File: config.mk
export PLATFORM = sky130hd
export DESIGN_NAME = fm_read_seq
export DESIGN_NICKNAME = d
export VERILOG_FILES = /design/src/rtl/fmrs_pkg.sv /design/src/rtl/fmrs_mode_latch.sv /design/src/rtl/fmrs_line_ctr.sv /design/src/rtl/fmrs_pix_tmr.sv /design/src/rtl/fm_read_seq.sv
export SDC_FILE = /design/constraint.sdc
export NUM_CORES = 1
export LEC_CHECK = 0
export CAP_MARGIN = 30
export CORE_UTILIZATION = 38
export CTS_BUF_LIST = sky130_fd_sc_hd__clkbuf_4
export DETAILED_ROUTE_END_ITERATION = 7
export PLACE_DENSITY = 0.62
export SLEW_MARGIN = 25
export SYNTH_ARGS = -nofsm -noshare
export SYNTH_HDL_FRONTEND = slang
export SYNTH_SLANG_ARGS = --single-unit
File: constraint.sdc
create_clock -name clk_i -period 4.7 [get_ports clk_i]
set_clock_uncertainty 0.1 [all_clocks]
set_input_delay 0.705 -clock clk_i [delete_from_list [all_inputs] [get_ports clk_i]]
set_output_delay 0.705 -clock clk_i [all_outputs]
set_load 0.01 [all_outputs]
File: src/rtl/fmrs_pkg.sv
package fmrs_pkg;
  typedef enum logic [1:0] {
    MODE_BYP  = 2'b00,
    MODE_CAM  = 2'b01,
    MODE_PIP  = 2'b10,
    MODE_FILM = 2'b11
  } mode_e;
endpackage

File: src/rtl/fmrs_mode_latch.sv
module fmrs_mode_latch
  import fmrs_pkg::*;
(
  input  logic  clk_i,
  input  logic  rst_ni,
  input  logic  vref_rise_i,
  input  logic  interp_i,
  input  logic  film_i,
  input  logic  even_i,
  output mode_e mode_o,
  output logic  even_o,
  output logic  seen_o,
  output logic  vrst_o
);
  mode_e mode_q;
  logic  even_q, seen_q, vrst_q;

  always_ff @(posedge clk_i or negedge rst_ni) begin
    if (!rst_ni) begin
      mode_q <= MODE_BYP;
      even_q <= 1'b0;
      seen_q <= 1'b0;
      vrst_q <= 1'b0;
    end else if (vref_rise_i) begin
      mode_q <= mode_e'({film_i, interp_i});
      even_q <= even_i;
      seen_q <= 1'b1;
      vrst_q <= !(film_i && !interp_i);  // no field-level reset in multi-picture
    end else begin
      vrst_q <= 1'b0;
    end
  end

  assign mode_o = mode_q;
  assign even_o = even_q;
  assign seen_o = seen_q;
  assign vrst_o = vrst_q;

  AST_MODE_HOLD: assert property (@(posedge clk_i) disable iff (!rst_ni)
    !vref_rise_i |=> $stable(mode_q) && $stable(even_q));
  AST_VRST_SINGLE: assert property (@(posedge clk_i) disable iff (!rst_ni)
    vrst_q |=> !vrst_q);
endmodule

File: src/rtl/fmrs_line_ctr.sv
module fmrs_line_ctr #(
  parameter int FIRST_SKIP  = 20,
  parameter int SECOND_SKIP = 19,
  parameter int HALF_A      = 146,
  parameter int HALF_B      = 145
) (
  input  logic clk_i,
  input  logic rst_ni,
  input  logic href_rise_i,
  input  logic vref_rise_i,
  input  logic seen_i,
  input  logic even_i,
  output logic sel_a_o,
  output logic sel_b_o,
  output logic any_line_o
);
  localparam int MAX_SKIP = (FIRST_SKIP > SECOND_SKIP) ? FIRST_SKIP : SECOND_SKIP;
  localparam int LN_W     = $clog2(MAX_SKIP + HALF_A + HALF_B + 2) + 1;
  localparam logic [LN_W-1:0] LN_MAX   = '1;
  localparam logic [LN_W-1:0] SKIP_ODD = LN_W'(FIRST_SKIP);
  localparam logic [LN_W-1:0] SKIP_EVN = LN_W'(SECOND_SKIP);
  localparam logic [LN_W-1:0] LEN_A    = LN_W'(HALF_A);
  localparam logic [LN_W-1:0] LEN_AB   = LN_W'(HALF_A + HALF_B);

  logic [LN_W-1:0] ln_q, skip;

  always_ff @(posedge clk_i or negedge rst_ni) begin
    if (!rst_ni)                           ln_q <= '0;
    else if (vref_rise_i)                  ln_q <= '0;
    else if (href_rise_i && ln_q != LN_MAX) ln_q <= ln_q + LN_W'(1);
  end

  assign skip       = even_i ? SKIP_EVN : SKIP_ODD;
  assign sel_a_o    = seen_i && (ln_q > skip) && (ln_q <= skip + LEN_A);
  assign sel_b_o    = seen_i && (ln_q > skip + LEN_A) && (ln_q <= skip + LEN_AB);
  assign any_line_o = seen_i && (ln_q != '0);

  AST_LINE_RESTART: assert property (@(posedge clk_i) disable iff (!rst_ni)
    vref_rise_i |=> ln_q == '0);
  AST_SEL_EXCL: assert property (@(posedge clk_i) disable iff (!rst_ni)
    !(sel_a_o && sel_b_o));
endmodule

File: src/rtl/fmrs_pix_tmr.sv
module fmrs_pix_tmr #(
  parameter int LINE_PIX  = 1024,
  parameter int RD_DLY    = 127,
  parameter int RD_LEN    = 1680,
  parameter int VALID_DLY = 80,
  parameter int RST_DLY   = 2016
) (
  input  logic clk_i,
  input  logic rst_ni,
  input  logic href_rise_i,
  input  logic pix_en_i,
  output logic rd_win_o,
  output logic vld_win_o,
  output logic rst_hit_o
);
  localparam int CYC_W = $clog2(2 * LINE_PIX) + 1;
  localparam int PX_W  = $clog2(LINE_PIX) + 1;
  localparam logic [CYC_W-1:0] CYC_MAX = '1;
  localparam logic [PX_W-1:0]  PX_MAX  = '1;
  localparam logic [CYC_W-1:0] RD_ON   = CYC_W'(RD_DLY);
  localparam logic [CYC_W-1:0] RD_OFF  = CYC_W'(RD_DLY + RD_LEN);
  localparam logic [CYC_W-1:0] RST_AT  = CYC_W'(RST_DLY);
  localparam logic [PX_W-1:0]  V_ON    = PX_W'(VALID_DLY);
  localparam logic [PX_W-1:0]  V_OFF   = PX_W'(VALID_DLY + RD_LEN / 2);

  logic [CYC_W-1:0] cyc_q;
  logic [PX_W-1:0]  px_q;

  always_ff @(posedge clk_i or negedge rst_ni) begin
    if (!rst_ni) begin
      cyc_q <= CYC_MAX;
      px_q  <= PX_MAX;
    end else if (href_rise_i) begin
      cyc_q <= '0;
      px_q  <= '0;
    end else begin
      if (cyc_q != CYC_MAX)             cyc_q <= cyc_q + CYC_W'(1);
      if (pix_en_i && px_q != PX_MAX)   px_q  <= px_q + PX_W'(1);
    end
  end

  assign rd_win_o  = (cyc_q >= RD_ON) && (cyc_q < RD_OFF);
  assign vld_win_o = (px_q >= V_ON) && (px_q < V_OFF);
  assign rst_hit_o = (cyc_q == RST_AT);

  AST_CYC_RESTART: assert property (@(posedge clk_i) disable iff (!rst_ni)
    href_rise_i |=> cyc_q == '0 && px_q == '0);
  AST_PX_STEP: assert property (@(posedge clk_i) disable iff (!rst_ni)
    !href_rise_i && pix_en_i && px_q != PX_MAX |=> px_q == $past(px_q) + PX_W'(1));
endmodule

File: src/rtl/fm_read_seq.sv
module fm_read_seq
  import fmrs_pkg::*;
#(
  parameter int LINE_PIX    = 1024,
  parameter int RD_DLY      = 127,
  parameter int RD_LEN      = 1680,
  parameter int VALID_DLY   = 80,
  parameter int RST_DLY     = 2016,
  parameter int FIRST_SKIP  = 20,
  parameter int SECOND_SKIP = 19,
  parameter int HALF_A      = 146,
  parameter int HALF_B      = 145
) (
  input  logic       clk_i,
  input  logic       rst_ni,
  input  logic       pix_en_i,
  input  logic       href_i,
  input  logic       vref_i,
  input  logic       interp_i,
  input  logic       film_i,
  input  logic       even_i,
  output logic       rd_en_a_o,
  output logic       rd_en_b_o,
  output logic       oe_a_o,
  output logic       oe_b_o,
  output logic       rd_rst_o,
  output logic [1:0] mode_o,
  output logic       even_o,
  output logic       valid_o
);
  logic  href_q, vref_q, href_rise, vref_rise;
  mode_e mode;
  logic  field_even, seen, vrst, pip;
  logic  sel_a, sel_b, any_line, rd_win, vld_win, rst_hit;

  always_ff @(posedge clk_i or negedge rst_ni) begin
    if (!rst_ni) begin
      href_q <= 1'b0;
      vref_q <= 1'b0;
    end else begin
      href_q <= href_i;
      vref_q <= vref_i;
    end
  end

  assign href_rise = href_i && !href_q;
  assign vref_rise = vref_i && !vref_q;

  fmrs_mode_latch u_mode (
    .clk_i, .rst_ni,
    .vref_rise_i (vref_rise),
    .interp_i, .film_i, .even_i,
    .mode_o      (mode),
    .even_o      (field_even),
    .seen_o      (seen),
    .vrst_o      (vrst)
  );

  fmrs_line_ctr #(
    .FIRST_SKIP (FIRST_SKIP), .SECOND_SKIP (SECOND_SKIP),
    .HALF_A (HALF_A), .HALF_B (HALF_B)
  ) u_line (
    .clk_i, .rst_ni,
    .href_rise_i (href_rise),
    .vref_rise_i (vref_rise),
    .seen_i      (seen),
    .even_i      (field_even),
    .sel_a_o     (sel_a),
    .sel_b_o     (sel_b),
    .any_line_o  (any_line)
  );

  fmrs_pix_tmr #(
    .LINE_PIX (LINE_PIX), .RD_DLY (RD_DLY), .RD_LEN (RD_LEN),
    .VALID_DLY (VALID_DLY), .RST_DLY (RST_DLY)
  ) u_tmr (
    .clk_i, .rst_ni,
    .href_rise_i (href_rise),
    .pix_en_i,
    .rd_win_o    (rd_win),
    .vld_win_o   (vld_win),
    .rst_hit_o   (rst_hit)
  );

  assign pip       = (mode == MODE_PIP);
  assign rd_en_a_o = pip ? seen : (sel_a && rd_win);
  assign rd_en_b_o = !pip && sel_b && rd_win;
  assign oe_a_o    = pip ? seen : sel_a;
  assign oe_b_o    = !pip && sel_b;
  assign valid_o   = (pip ? any_line : (sel_a || sel_b)) && vld_win;
  assign rd_rst_o  = vrst || (pip && any_line && rst_hit);
  assign mode_o    = mode;
  assign even_o    = field_even;

  AST_OE_EXCL: assert property (@(posedge clk_i) disable iff (!rst_ni)
    !(oe_a_o && oe_b_o));
  AST_PIP_B_IDLE: assert property (@(posedge clk_i) disable iff (!rst_ni)
    mode_o == 2'b10 |-> !rd_en_b_o && !oe_b_o);
  AST_QUIET_BEFORE_FIELD: assert property (@(posedge clk_i) disable iff (!rst_ni)
    !seen |-> !rd_en_a_o && !rd_en_b_o && !valid_o && !rd_rst_o);
endmodule

==> flow_summary.yaml <==
setup_path:
  rr_worst_depth: 6
  rrSetupSlack_ns: 2.58
  cp-start-kind: "flip-flop"
  required_ns: 3.89
  cp_data_arrival_time_ns: 2.95
  crit_type: "flip-flop to primary output"
  cp-startpoint: "u_mode.even_o"
  end_kind: "primary output"
  r2r_end: "u_tmr.cyc_q[0]"
  r2r_start: "u_tmr.cyc_q[0]"
  worst-path-max-fanout: 5
sta:
  slew_headroom_pct: 56.8
  rsz0062_at_grt: "no"
  hold_violations: 0
  layout_worst_path_cycle_share_pct: 79.9
  worst_pin_slew_ns: 0.645
  fin_tns_setup_ns: 0
  fmax_mhz: 266
  layout_setup_ws_ns: 0.944
  setup_violations: 0
  period_needed_ns: 3.76
  slew_violations: 0
grt:
  grt_usage_pct: 16.9
  grt_max_degree: 41
  grt_pass1_wl_um: 8630
  grt_pass1_vias: 1871
  overflow: 0
  antenna_found_initial: 0
clock_network:
  cts_root_buf: "clkbuf_4"
  cts_tree: "yes"
  cts.sinks: 40
  postCtsSetupBuffers: 0
  ctsResizeCount: 0
  h-tree-depth: 2
  clock_path_buffers: 2
  clock_latency_ns: 0.36
  path_clk_slew_ns: 0.14
  cts_inserted_buffers: 5
  cts_hold_buffers: 0
cells_and_area:
  drive_gt1_share_pct: 15.7
  mostFrequentLayoutCell: "nor2_1"
  insertedDiodeCount: 0
  syn2layout_area_growth_pct: 11.9
  final_util_pct: 45.3
  nFillCells: 580
  finalNetCount: 298
  final_cell_mix: "nor2_1 (37), dfstp_2 (23), inv_1 (17), xnor2_1 (17), dfrtp_1 (17)"
floorplanning:
  die_x_um: 82.3
  io_pins: 17
  core_area_um2: 6060
  num_rows: 28
  die_h_um: 82.3
  start_util_pct: 40.5
  die_area_um2: 6780
logic_synthesis:
  ys_seq_area_share_pct: 42.0
  synth_top_flop_cell: "dfstp_2"
  syn_inst: 265
  syn_nets: 284
  synth.distinct_cells: 50
  synth_top_family_by_area: "simple AND/OR/NAND/NOR gates"
  muxShareOfSynthArea_pct: 1.73
  synth_fa_ha_area_share_pct: 5.61
  synth_edf_count: 0
  synth-xor-area-share_pct: 7.50
  syn_area_per_cell_um2: 9.25
  synth_warnings: 0
  syn_area_um2: 2450
  ys_ff_latch: 40
  synth-simple-area-share_pct: 23.8
  synth_compound_area_share_pct: 14.4
  synth-async-reset-ratio_pct: 100
drt:
  vias: 1942
  via_per_inst: 5.47
  firstDrtPassIters: 4
  wl_per_cell_um: 14.4
  detail-route-antenna-nets: 0
  drc: 0
  finalWirelength_um: 5130
  drtIter0Drc: 69
status:
  status: "finished, final reports clean"
power_and_ir_drop:
  ir_drop_v: 0.000167
  p_leak_nw: 1.06
  power.total_uw: 778
  power_density_nw_per_um2: 283
place:
  port_buffers: 16
  hpwlAfterDp_um: 3540
  dpl_worst_slack_ns: 1.35
  routabilityCongestion: 0.795
flow_run:
  max-cap-violations: 0
hold_path:
  min_path_type: "input port to asynchronous set/reset pin"
layer usage:
layer / wire [um] / track usage, % / vias up
met5: 0 / 0 / -
met4: 48 / 4.74 / 0
met3: 228 / 4.29 / 4
met2: 2370 / 27.5 / 41
met1: 2480 / 22.0 / 940
li1: - / - / 957
registers in the layout, summed over array words and instances, names as in the netlist:
register,cells
u_tmr.px_q,11
u_tmr.cyc_q,12
u_line.ln_q,10
vref_q,1
u_mode.seen_o,1
u_mode.mode_o,2
u_mode.vrst_o,1
u_mode.even_o,1
href_q,1
through the flow:
stage	area (um^2)	std cells	hold WS [ns]
2_1_floorplan	2450	265	0.309
3_3_place_gp	2660	346	0.387
3_5_place_dp	2660	346	0.410
4_1_cts	2720	354	0.377
5_1_grt	2740	355	0.204
6_report	2740	355	0.188
cell type report:
cell class | count | area [um^2] | area share, %
sequential | 40 | 1030 | 37.5
clock buffer | 5 | 37.5 | 1.37
tap | 75 | 93.8 | 3.42
timing repair buffer | 19 | 198 | 7.20
inverter | 17 | 63.8 | 2.33
clock inverter | 3 | 16.3 | 0.593
multi-input combinational | 196 | 1310 | 47.6
cell usage after synthesis, types with 3 or more instances:
master     n  area, um^2
a211oi_1   4        30.0
a21oi_1   11        55.1
a31oi_1    4        25.0
and3_1     8        50.1
buf_2      3        15.0
clkbuf_1   8        30.0
dfrtp_1   17         425
dfstp_2   23         604
ha_1      11         138
inv_1     17        63.8
nand2_1   16        60.1
nand3_1   16        80.1
nand4_1    6        37.5
nor2_1    37         139
nor2b_1    3        18.8
nor3_1     7        35.0
nor4_1     5        31.3
o21ai_0    8        40.0
xnor2_1   17         149
xor2_1     4        35.0
logic make-up (layout without fill, tap and decap cells):
family,after synthesis,in the layout
compound gates,46,46
xor+xnor,21,21
fa+ha+maj,11,11
buf+inv,29,44
flops,40,40
mux,4,4
simple gates,114,114
report_power, final:
| part | total [mW] | switching, mW | internal [mW] | leakage (nW) |
|---|---|---|---|---|
| Combinational | 0.159 | 0.0825 | 0.0761 | 0.572 |
| Clock | 0.181 | 0.124 | 0.0576 | 0.0335 |
| Sequential | 0.438 | 0.0421 | 0.396 | 0.457 |
critical path, stage by stage, from the launching register on:
cell	delay (ns)
dfrtp_1	0.43
inv_1	0.11
ha_1	0.37
o21bai_4	0.08
a311o_1	0.36
a311oi_2	0.32
o211ai_2	0.17
a31oi_2	0.21
clkdlybuf4s50_1	0.56
worst max path at each step:
| stage | endpoint |
|---|---|
| floorplan | valid_o |
| global placement | valid_o |
| detailed placement | valid_o |
| CTS | valid_o |
| global route | valid_o |
| finish | valid_o |
Note: power is estimated with default switching activity, not from simulation.
